### src/rtl/tmr_irq_pkg.sv
// Package: shared bit positions of the flag vector and a width helper.
// Assumes channel flags sit above the four fixed event flags.
package tmr_irq_pkg;
    localparam int IDX_UPD = 0;
    localparam int IDX_TRG = 1;
    localparam int IDX_COM = 2;
    localparam int IDX_BRK = 3;
    localparam int IDX_CC  = 4;

    // Width of the flag vector for a channel count.
    function automatic int flag_width(input int n_cc);
        return IDX_CC + 2 * n_cc;
    endfunction
endpackage

### src/rtl/tmr_upd_qual.sv
// Qualifies update sources and trigger edges into single-cycle set pulses.
// Assumes trg_in is synchronous to clk; its previous value is held here.
module tmr_upd_qual (
    input  logic clk,
    input  logic rst_n,
    input  logic ovf_evt,
    input  logic rep_zero,
    input  logic swgen_evt,
    input  logic trgreinit_evt,
    input  logic upd_dis,
    input  logic upd_src,
    input  logic trg_in,
    input  logic gated_mode,
    output logic upd_set,
    output logic trg_set
);
    logic trg_q;
    logic ovf_ok;
    logic reinit_ok;
    logic rise;
    logic fall;

    // Remember last trigger level for edge detection.
    always_ff @(posedge clk) begin
        if (!rst_n) trg_q <= 1'b0;
        else        trg_q <= trg_in;
    end

    // Update qualification: overflow path and reinitialisation path.
    always_comb begin
        ovf_ok    = ovf_evt & rep_zero;
        reinit_ok = (swgen_evt | trgreinit_evt) & ~upd_src;
        upd_set   = (ovf_ok | reinit_ok) & ~upd_dis;
    end

    // Trigger edge selection by slave mode.
    always_comb begin
        rise    = trg_in & ~trg_q;
        fall    = ~trg_in & trg_q;
        trg_set = gated_mode ? (rise | fall) : rise;
    end


    src_blocks_reinit_chk: assert property (@(posedge clk) disable iff (!rst_n)
        (upd_src && !ovf_evt) |-> !upd_set);


    nongated_fall_chk: assert property (@(posedge clk) disable iff (!rst_n)
        (!gated_mode && !trg_in) |-> !trg_set);
endmodule

### src/rtl/tmr_flag_cell.sv
// One sticky flag: hardware set beats software clear; clear may be held off.
// Assumes clr_i is already decoded from the write strobe and data bit.
module tmr_flag_cell (
    input  logic clk,
    input  logic rst_n,
    input  logic set_i,
    input  logic clr_i,
    input  logic hold_i,
    output logic q
);
    // Flag state update with set priority.
    always_ff @(posedge clk) begin
        if (!rst_n)                q <= 1'b0;
        else if (set_i)            q <= 1'b1;
        else if (clr_i && !hold_i) q <= 1'b0;
    end


    set_wins_chk: assert property (@(posedge clk) disable iff (!rst_n)
        set_i |=> q);


    idle_hold_chk: assert property (@(posedge clk) disable iff (!rst_n)
        (!set_i && !clr_i) |=> (q == $past(q)));


    guarded_clear_chk: assert property (@(posedge clk) disable iff (!rst_n)
        (hold_i && q) |=> q);
endmodule

### src/rtl/tmr_cc_qual.sv
// Per-channel set pulses for the event flag and the overcapture flag.
// Assumes cur_flag is the registered channel flag before this cycle's update.
module tmr_cc_qual (
    input  logic cc_evt,
    input  logic cc_in_mode,
    input  logic cur_flag,
    output logic evt_set,
    output logic ovr_set
);
    // Overcapture only when a capture lands on a pending flag.
    always_comb begin
        evt_set = cc_evt;
        ovr_set = cc_evt & cc_in_mode & cur_flag;
    end
endmodule

### src/rtl/tmr_irq_status.sv
// Timer interrupt status: sticky flags, write-zero-to-clear, combined irq.
// Assumes strobes are one cycle wide and all inputs are clk-synchronous.
module tmr_irq_status
    import tmr_irq_pkg::*;
#(
    parameter  int NUM_CC = 2,
    localparam int FW     = flag_width(NUM_CC)
) (
    input  logic              clk,
    input  logic              rst_n,
    input  logic              ovf_evt,
    input  logic              rep_zero,
    input  logic              swgen_evt,
    input  logic              trgreinit_evt,
    input  logic              upd_dis,
    input  logic              upd_src,
    input  logic              trg_in,
    input  logic              gated_mode,
    input  logic              com_evt,
    input  logic              brk_in,
    input  logic [NUM_CC-1:0] cc_evt,
    input  logic [NUM_CC-1:0] cc_in_mode,
    input  logic              wr_en,
    input  logic [FW-1:0]     wr_data,
    input  logic [FW-1:0]     irq_en,
    output logic [FW-1:0]     flags,
    output logic              irq
);
    localparam int IDX_OVR = IDX_CC + NUM_CC;

    logic [FW-1:0] set_v;
    logic [FW-1:0] hold_v;
    logic [FW-1:0] clr_v;
    logic          upd_set;
    logic          trg_set;

    tmr_upd_qual u_qual (
        .clk           (clk),
        .rst_n         (rst_n),
        .ovf_evt       (ovf_evt),
        .rep_zero      (rep_zero),
        .swgen_evt     (swgen_evt),
        .trgreinit_evt (trgreinit_evt),
        .upd_dis       (upd_dis),
        .upd_src       (upd_src),
        .trg_in        (trg_in),
        .gated_mode    (gated_mode),
        .upd_set       (upd_set),
        .trg_set       (trg_set)
    );

    // Fixed event set pulses and break clear guard.
    always_comb begin
        set_v[IDX_UPD]  = upd_set;
        set_v[IDX_TRG]  = trg_set;
        set_v[IDX_COM]  = com_evt;
        set_v[IDX_BRK]  = brk_in;
        hold_v          = '0;
        hold_v[IDX_BRK] = brk_in;
    end

    // Software clear request per bit: written zero.
    always_comb begin
        clr_v = {FW{wr_en}} & ~wr_data;
    end

    for (genvar c = 0; c < NUM_CC; c++) begin : g_cc
        tmr_cc_qual u_cc (
            .cc_evt     (cc_evt[c]),
            .cc_in_mode (cc_in_mode[c]),
            .cur_flag   (flags[IDX_CC + c]),
            .evt_set    (set_v[IDX_CC + c]),
            .ovr_set    (set_v[IDX_OVR + c])
        );


        out_mode_no_ovr_chk: assert property (@(posedge clk) disable iff (!rst_n)
            (cc_evt[c] && !cc_in_mode[c] && !flags[IDX_OVR + c] && (!wr_en || wr_data[IDX_OVR + c]))
            |=> !flags[IDX_OVR + c]);
    end

    for (genvar i = 0; i < FW; i++) begin : g_flag
        tmr_flag_cell u_cell (
            .clk    (clk),
            .rst_n  (rst_n),
            .set_i  (set_v[i]),
            .clr_i  (clr_v[i]),
            .hold_i (hold_v[i]),
            .q      (flags[i])
        );
    end

    // Combined interrupt request.
    always_comb begin
        irq = |(flags & irq_en);
    end


    dis_blocks_update_chk: assert property (@(posedge clk) disable iff (!rst_n)
        (upd_dis && !flags[IDX_UPD] && (!wr_en || wr_data[IDX_UPD])) |=> !flags[IDX_UPD]);


    brk_level_chk: assert property (@(posedge clk) disable iff (!rst_n)
        brk_in |=> flags[IDX_BRK]);


    com_set_chk: assert property (@(posedge clk) disable iff (!rst_n)
        com_evt |=> flags[IDX_COM]);


    no_enable_no_irq_chk: assert property (@(posedge clk) disable iff (!rst_n)
        (irq_en == '0) |-> !irq);
endmodule

### config.mk
export PLATFORM = sky130hd
export DESIGN_NAME = tmr_irq_status
export DESIGN_NICKNAME = d
export VERILOG_FILES = /design/src/rtl/tmr_irq_pkg.sv /design/src/rtl/tmr_upd_qual.sv /design/src/rtl/tmr_flag_cell.sv /design/src/rtl/tmr_cc_qual.sv /design/src/rtl/tmr_irq_status.sv
export SDC_FILE = /design/constraint.sdc
export NUM_CORES = 1
export LEC_CHECK = 0
export BUFFER_PORTS_ARGS = -buffer_cell sky130_fd_sc_hd__buf_4
export CAP_MARGIN = 10
export CORE_AREA = 2 2 39 41
export CTS_CLUSTER_SIZE = 30
export DETAILED_ROUTE_END_ITERATION = 10
export DIE_AREA = 0 0 41 43
export PLACE_DENSITY = 0.76
export SYNTH_ARGS = -nofsm -noshare
export SYNTH_HDL_FRONTEND = slang
export SYNTH_SLANG_ARGS = --single-unit
### constraint.sdc
create_clock -name clk -period 1.4 [get_ports clk]
set_input_delay 0.28 -clock clk [delete_from_list [all_inputs] [get_ports clk]]
set_output_delay 0.28 -clock clk [all_outputs]
set_load 0.02 [all_outputs]
==> impl_metrics.csv, run 1 <==
group,metric,value,unit
status,status,"complete, no violations",
floorplanning,die_w,41,um
synthesis,synth_cell_types,16,
synthesis,postSynthAreaPerCell,8.71,um2
clocking,cts_setup_buffers,0,
setup_path,cp.arrival,1060,ps
layout,area_growth,62.0,%
pwr,switching_share,0.256,
clocking,root_buffer,"clkbuf_4",
floorplanning,core_area,1380,um2
timing,skew,0.117,ps
floorplanning,row_count,14,
timing,setup_violations,0,
detailed_routing,wire_per_inst,11.2,um
setup_path,required,1120,ps
floorplanning,die_y,43,um
timing,slew_viol_final,0,
layout,final_nets,125,
pwr,p_leak,0.377,nW
setup_path,start_kind,"flop",
timing,worst_pin_slew,164,ps
floorplanning,start_util,0.340,
grt,antenna_found_initial,0,
clocking,cts_htree_levels,1,
detailed_routing,routed_wl,1.19,mm
clocking,cts_buffers,3,
synthesis,yosys_warnings,0,
timing,fin_setup_tns,0,ps
synthesis,synth_common_cells,"buf_4, dfxtp_1, o21ai_0, a21boi_1, inv_1",
place,finalWeightedCongestion,0.654,
setup_path,crit_start,"g_flag[4].u_cell.q",
place,port-buffer-count,41,
synthesis,synth_edf_count,0,
timing,slew_headroom,0.890,
setup_path,endpoint_kind,"output port",
detailed_routing,first_iter_violations,8,
floorplanning,io_pins,42,
pwr,ir_drop,0.000388,V
clocking,cts_tree,"built",
synthesis,synth_seq_area_share,0.383,
detailed_routing,first_pass_iters,4,
synthesis,async_flop_share,0,
synthesis,synth_seq_cells,9,
detailed_routing,ant_nets,0,
clocking,clkTransAtPathRegs,60,ps
grt,grt_pass1_vias,441,
timing,finalWorstPathRequiredPeriod,1340,ps
place,place_area,731,um2
setup_path,cp_max_fo,4,
floorplanning,dieArea,1760,um2
grt,grt_pass1_wl,1.67,mm
detailed_routing,avgViaCountPerCell,4.86,
grt,overflow,0,
synthesis,netlist_area,470,um2
setup_path,critPathKind,"reg -> out",
pwr,p_sw,0.168,mW
worst_hold_path,worstHoldStart,"swgen_evt",
worst_hold_path,hp-class,"in -> reg",
clocking,cts.sinks,9,
synthesis,ys.flop_type,"dfxtp_1",
setup_path,r2r-start,"u_qual.trg_q",
clocking,clk_latency,250,ps
layout,layout-drive-gt1-share,0.522,
grt,grtUsageTotal,0.138,
place,dpl.hpwl,1.01,mm
grt,grt_max_degree,12,
flow_run,maxCapViolCount,0,
pwr,p_comb_frac,0.261,
pwr,power_density,858,nW/um2
layout,n_antenna_cell,0,
timing,rsz0062_at_grt,"false",
synthesis,yosysTopAreaCellShare,0.383,
synthesis,netlist_instances,54,
synthesis,yosysTopAreaCell,"dfxtp_1",
pwr,pwr-share-seq,0.440,
clocking,clockBufferDepth,2,
timing,post-route-period-util,0.957,
detailed_routing,drc_errors,0,
pwr,p_int,0.486,mW
synthesis,netlist_top_cells_area,"dfxtp_1, buf_4, a21boi_1, o21ai_0, a22oi_1",
timing,clock.fmax,0.747,GHz
timing,finalHoldViolCount,0,
layout,n_fill_cell,128,
synthesis,synth_fp_nets,88,
layout,final_cell_area,762,um2
detailed_routing,vias,515,
pwr,p_clk_frac,0.299,
## layout make-up
cell class	count	area (um2)	share of cell area
sequential	9	180	0.236
clock buffer	4	26.3	0.0345
multi-input combinational	30	205	0.269
tap	16	20.0	0.0263
inverter	6	22.5	0.0296
timing repair buffer	41	308	0.404
## worst paths after layout
path                              to  cells after the start  slack (ps)
hold / removal    g_flag[0].u_cell.q                      3         250
setup reg to reg  g_flag[1].u_cell.q                      5         450
setup / recovery                 irq                      3          60
hold reg to reg   g_flag[2].u_cell.q                      2         500
## per-stage QoR
step           setup WS [ps]  hold slack, ps  cells  total power [mW]  utilization
5_1_grt                 18.9             245    106             0.696        0.551
4_1_cts                 63.5             254    106             0.658        0.547
6_report                60.8             255    106             0.654        0.551
3_5_place_dp             268             493    102             0.464        0.528
3_3_place_gp             262             481    102             0.461        0.528
2_1_floorplan            407             407     54             0.377            -
## placed cells by master, fill, tap and decap left out
cell type / n
a22oi_2: 1
a21boi_1: 7
a22oi_1: 3
nor3b_2: 1
inv_2: 1
and2_1: 1
o21ai_1: 1
inv_1: 5
o211ai_1: 1
buf_4: 41
nand4b_1: 1
dfxtp_1: 9
nand2_1: 1
ha_1: 1
clkbuf_1: 1
clkbuf_4: 3
nand4_1: 1
o21ai_0: 8
nand3_1: 3
## worst max-delay path, cell delays in order, from the launching register on
cell and delay (ps):
dfxtp_1 340, a22oi_1 190, nand4_1 110, buf_4 170
## state kept, by name, indices dropped and copies added (netlist names)
| name | flops |
|---|---|
| g_flag.u_cell.q | 8 |
| u_qual.trg_q | 1 |
## what timing repair did
item,4_1_cts,5_1_grt
hold buffers,0,0
gates resized for setup,0,1
setup endpoints to repair,0,1
## metal layers
| layer | part of all wire | track usage | wire [um] | up-vias |
|---|---|---|---|---|
| li1 | - | - | - | 254 |
| met3 | 0.13 | 0.0471 | 149 | 2 |
| met2 | 0.49 | 0.216 | 581 | 31 |
| met1 | 0.37 | 0.162 | 445 | 228 |
| met5 | 0 | 0 | 0 | - |
| met4 | 0.012 | 0.0600 | 14 | 0 |
## cells by family (layout without fill, tap and decap cells)
family / after synthesis / after routing / share of synthesized area
buffers and inverters: 15 / 51 / 0.191
AO/OA/AOI/OAI: 21 / 21 / 0.287
AND/OR/NAND/NOR: 8 / 8 / 0.112
flip-flops: 9 / 9 / 0.383
adder cells (fa/ha/maj): 1 / 1 / 0.0266
## power by group through the flow
stage | logic (mW) | clock network (mW) | registers [mW]
after floorplan | 0.0883 | 0 | 0.288
after global placement | 0.168 | 0 | 0.292
after detailed placement | 0.171 | 0 | 0.293
after CTS | 0.172 | 0.199 | 0.287
after global routing | 0.186 | 0.222 | 0.289
final | 0.171 | 0.196 | 0.288
(Power assumes the default switching activity.)
==> inputs of run 2 (changes only) <==
--- a/config.mk
+++ b/config.mk
@@ -5,13 +5,14 @@
 export SDC_FILE = /design/constraint.sdc
 export NUM_CORES = 1
 export LEC_CHECK = 0
-export BUFFER_PORTS_ARGS = -buffer_cell sky130_fd_sc_hd__buf_4
 export CAP_MARGIN = 10
 export CORE_AREA = 2 2 39 41
 export CTS_CLUSTER_SIZE = 30
 export DETAILED_ROUTE_END_ITERATION = 10
 export DIE_AREA = 0 0 41 43
-export PLACE_DENSITY = 0.76
+export DONT_BUFFER_PORTS = 1
+export PLACE_DENSITY = 0.5
+export SLEW_MARGIN = 20
 export SYNTH_ARGS = -nofsm -noshare
 export SYNTH_HDL_FRONTEND = slang
 export SYNTH_SLANG_ARGS = --single-unit
==> impl_metrics.csv, run 2 (synthesized netlist as in run 1, its figures left out) <==
group,metric,value,unit
grt,overflow,0,
timing,skew,2.07,ps
timing,finalWorstSetupSlack,86.5,ps
pwr,total_power,0.572,mW
floorplanning,die_w,41,um
floorplanning,die_y,43,um
clocking,cts_buffers,3,
detailed_routing,ant_nets,0,
timing,rsz0062_at_grt,"false",
floorplanning,io_pins,42,
setup_path,ff2ff_path_depth,5,
setup_path,critPathMaxStageDelay,370,ps
detailed_routing,vias,368,
place,place_ws,240,ps
clocking,cts_htree_levels,1,
detailed_routing,first_pass_iters,1,
layout,area_growth,8.24,%
layout,final_nets,88,
layout,layout_commonest_cell,"o21ai_0",
detailed_routing,first_iter_violations,0,
timing,clock.fmax,0.761,GHz
worst_hold_path,hold_path_end,"g_flag[2].u_cell.q",
place,port-buffer-count,0,
setup_path,r2r-start,"u_qual.trg_q",
layout,mostFrequentLayoutCells,"o21ai_0, a21boi_1, inv_1, dfxtp_1",
timing,fin_setup_tns,0,ps
grt,grt_pass1_wl,1.39,mm
layout,n_antenna_cell,0,
clocking,cts_tree,"built",
timing,timing.hold.ws,147,ps
setup_path,crit_family,"flip-flops",
timing,slew_headroom,0.821,
layout,seq_area,190,um2
layout,multi_input_area,220,um2
setup_path,cp_num_buf_inv,0,
setup_path,worst_path_max_delay_cell,"dfxtp_4",
flow_run,maxCapViolCount,0,
worst_hold_path,min_delay_path_depth,2,
detailed_routing,drc_errors,0,
layout,largestRegisters,"g_flag.u_cell.q: 8 flops, u_qual.trg_q: 1 flops",
worst_hold_path,worstHoldStart,"com_evt",
layout,final_cell_area,509,um2
clocking,cts_hold_buf,0,
floorplanning,core_area,1380,um2
clocking,cts.sinks,9,
timing,post-route-period-util,0.938,
place,dp_cells,65,
timing,finalHoldViolCount,0,
grt,grtUsageTotal,0.122,
layout,largest_reg_flops,8,
setup_path,crit_chain,"a22oi_2 > nand4_1",
worst_hold_path,hp-class,"in -> reg",
detailed_routing,routed_wl,997,um
pwr,p_leak,0.201,nW
setup_path,cp_max_fo,3,
detailed_routing,wire_per_inst,14.4,um
setup_path,required,1120,ps
layout,final-instance-count-excl-fill,69,
setup_path,critPathKind,"reg -> out",
floorplanning,dieArea,1760,um2
timing,worst_pin_slew,268,ps
setup_path,cp.arrival,1030,ps
pwr,power_density,1120,nW/um2
clocking,clk_latency,250,ps
status,status,"complete, no violations",
place,place_area,453,um2
setup_path,endpoint_kind,"output port",
place,finalWeightedCongestion,0.621,
grt,grt_max_degree,12,
clocking,root_buffer,"clkbuf_4",
clocking,clockBufferDepth,2,
timing,setup_violations,0,
clocking,clkTransAtPathRegs,60,ps
pwr,ir_drop,0.000419,V
floorplanning,start_util,0.340,
grt,antenna_found_initial,0,
setup_path,start_kind,"flop",
layout,layout-drive-gt1-share,0.321,
layout,top_register,"g_flag.u_cell.q",
timing,finalWorstPathRequiredPeriod,1310,ps
grt,grt_pass1_vias,353,
detailed_routing,avgViaCountPerCell,5.33,
setup_path,r2r_end,"g_flag[1].u_cell.q",
timing,slew_viol_final,0,
layout,final_core_util,0.368,
setup_path,rrSetupSlack,470,ps
floorplanning,row_count,14,
layout,n_fill_cell,158,
run 2: cell count changes in the layout (fill, tap and decap cells not counted), sizes merged:
cell / delta
buf: -37
run 2: worst register-to-register path, delay by kind of cell (launching register included):
kind / cells / cell delay, ps
buffers and inverters: 1 / 40
AND/OR/NAND/NOR: 1 / 50
flip-flops: 1 / 310
adder cells (fa/ha/maj): 1 / 260
AO/OA/AOI/OAI: 2 / 210
run 2: worst max-delay path by stage:
stage | start | to | slack, ps | cells after the start
3_3_place_gp | g_flag[2].u_cell.q | irq | 250 | 2
4_1_cts | g_flag[6].u_cell.q | irq | 10 | 2
2_1_floorplan | g_flag[5].u_cell.q | irq | 410 | 2
6_report | g_flag[3].u_cell.q | irq | 90 | 2
3_5_place_dp | g_flag[2].u_cell.q | irq | 240 | 2
5_1_grt | g_flag[3].u_cell.q | irq | 5 | 2
run 2: repair_timing:
action	in CTS	in global routing
gates resized for setup	2	8
endpoints found under the setup margin	1	1
buffers inserted	0	0
pin swaps	1	2
run 2: layout make-up:
type                    count  area share
well taps                  16      0.0393
inverters                   6      0.0442
multi-input cells          30       0.432
clock buffers               4      0.0516
repair buffers              4      0.0590
flip-flops and latches      9       0.373
run 2: per-layer routing:
| metal | GRT usage | routed length (um) |
|---|---|---|
| met5 | 0 | 0 |
| met4 | 0.100 | 14 |
| met3 | 0.0419 | 111 |
| met2 | 0.188 | 511 |
| met1 | 0.125 | 358 |
run 2: report_power, final:
group | internal (mW) | switching, mW | leakage (nW) | total, mW
Combinational | 0.0389 | 0.0437 | 0.109 | 0.0826
Clock | 0.110 | 0.0863 | 0.0150 | 0.196
Sequential | 0.273 | 0.0200 | 0.0768 | 0.293
Total | 0.422 | 0.150 | 0.201 | 0.572
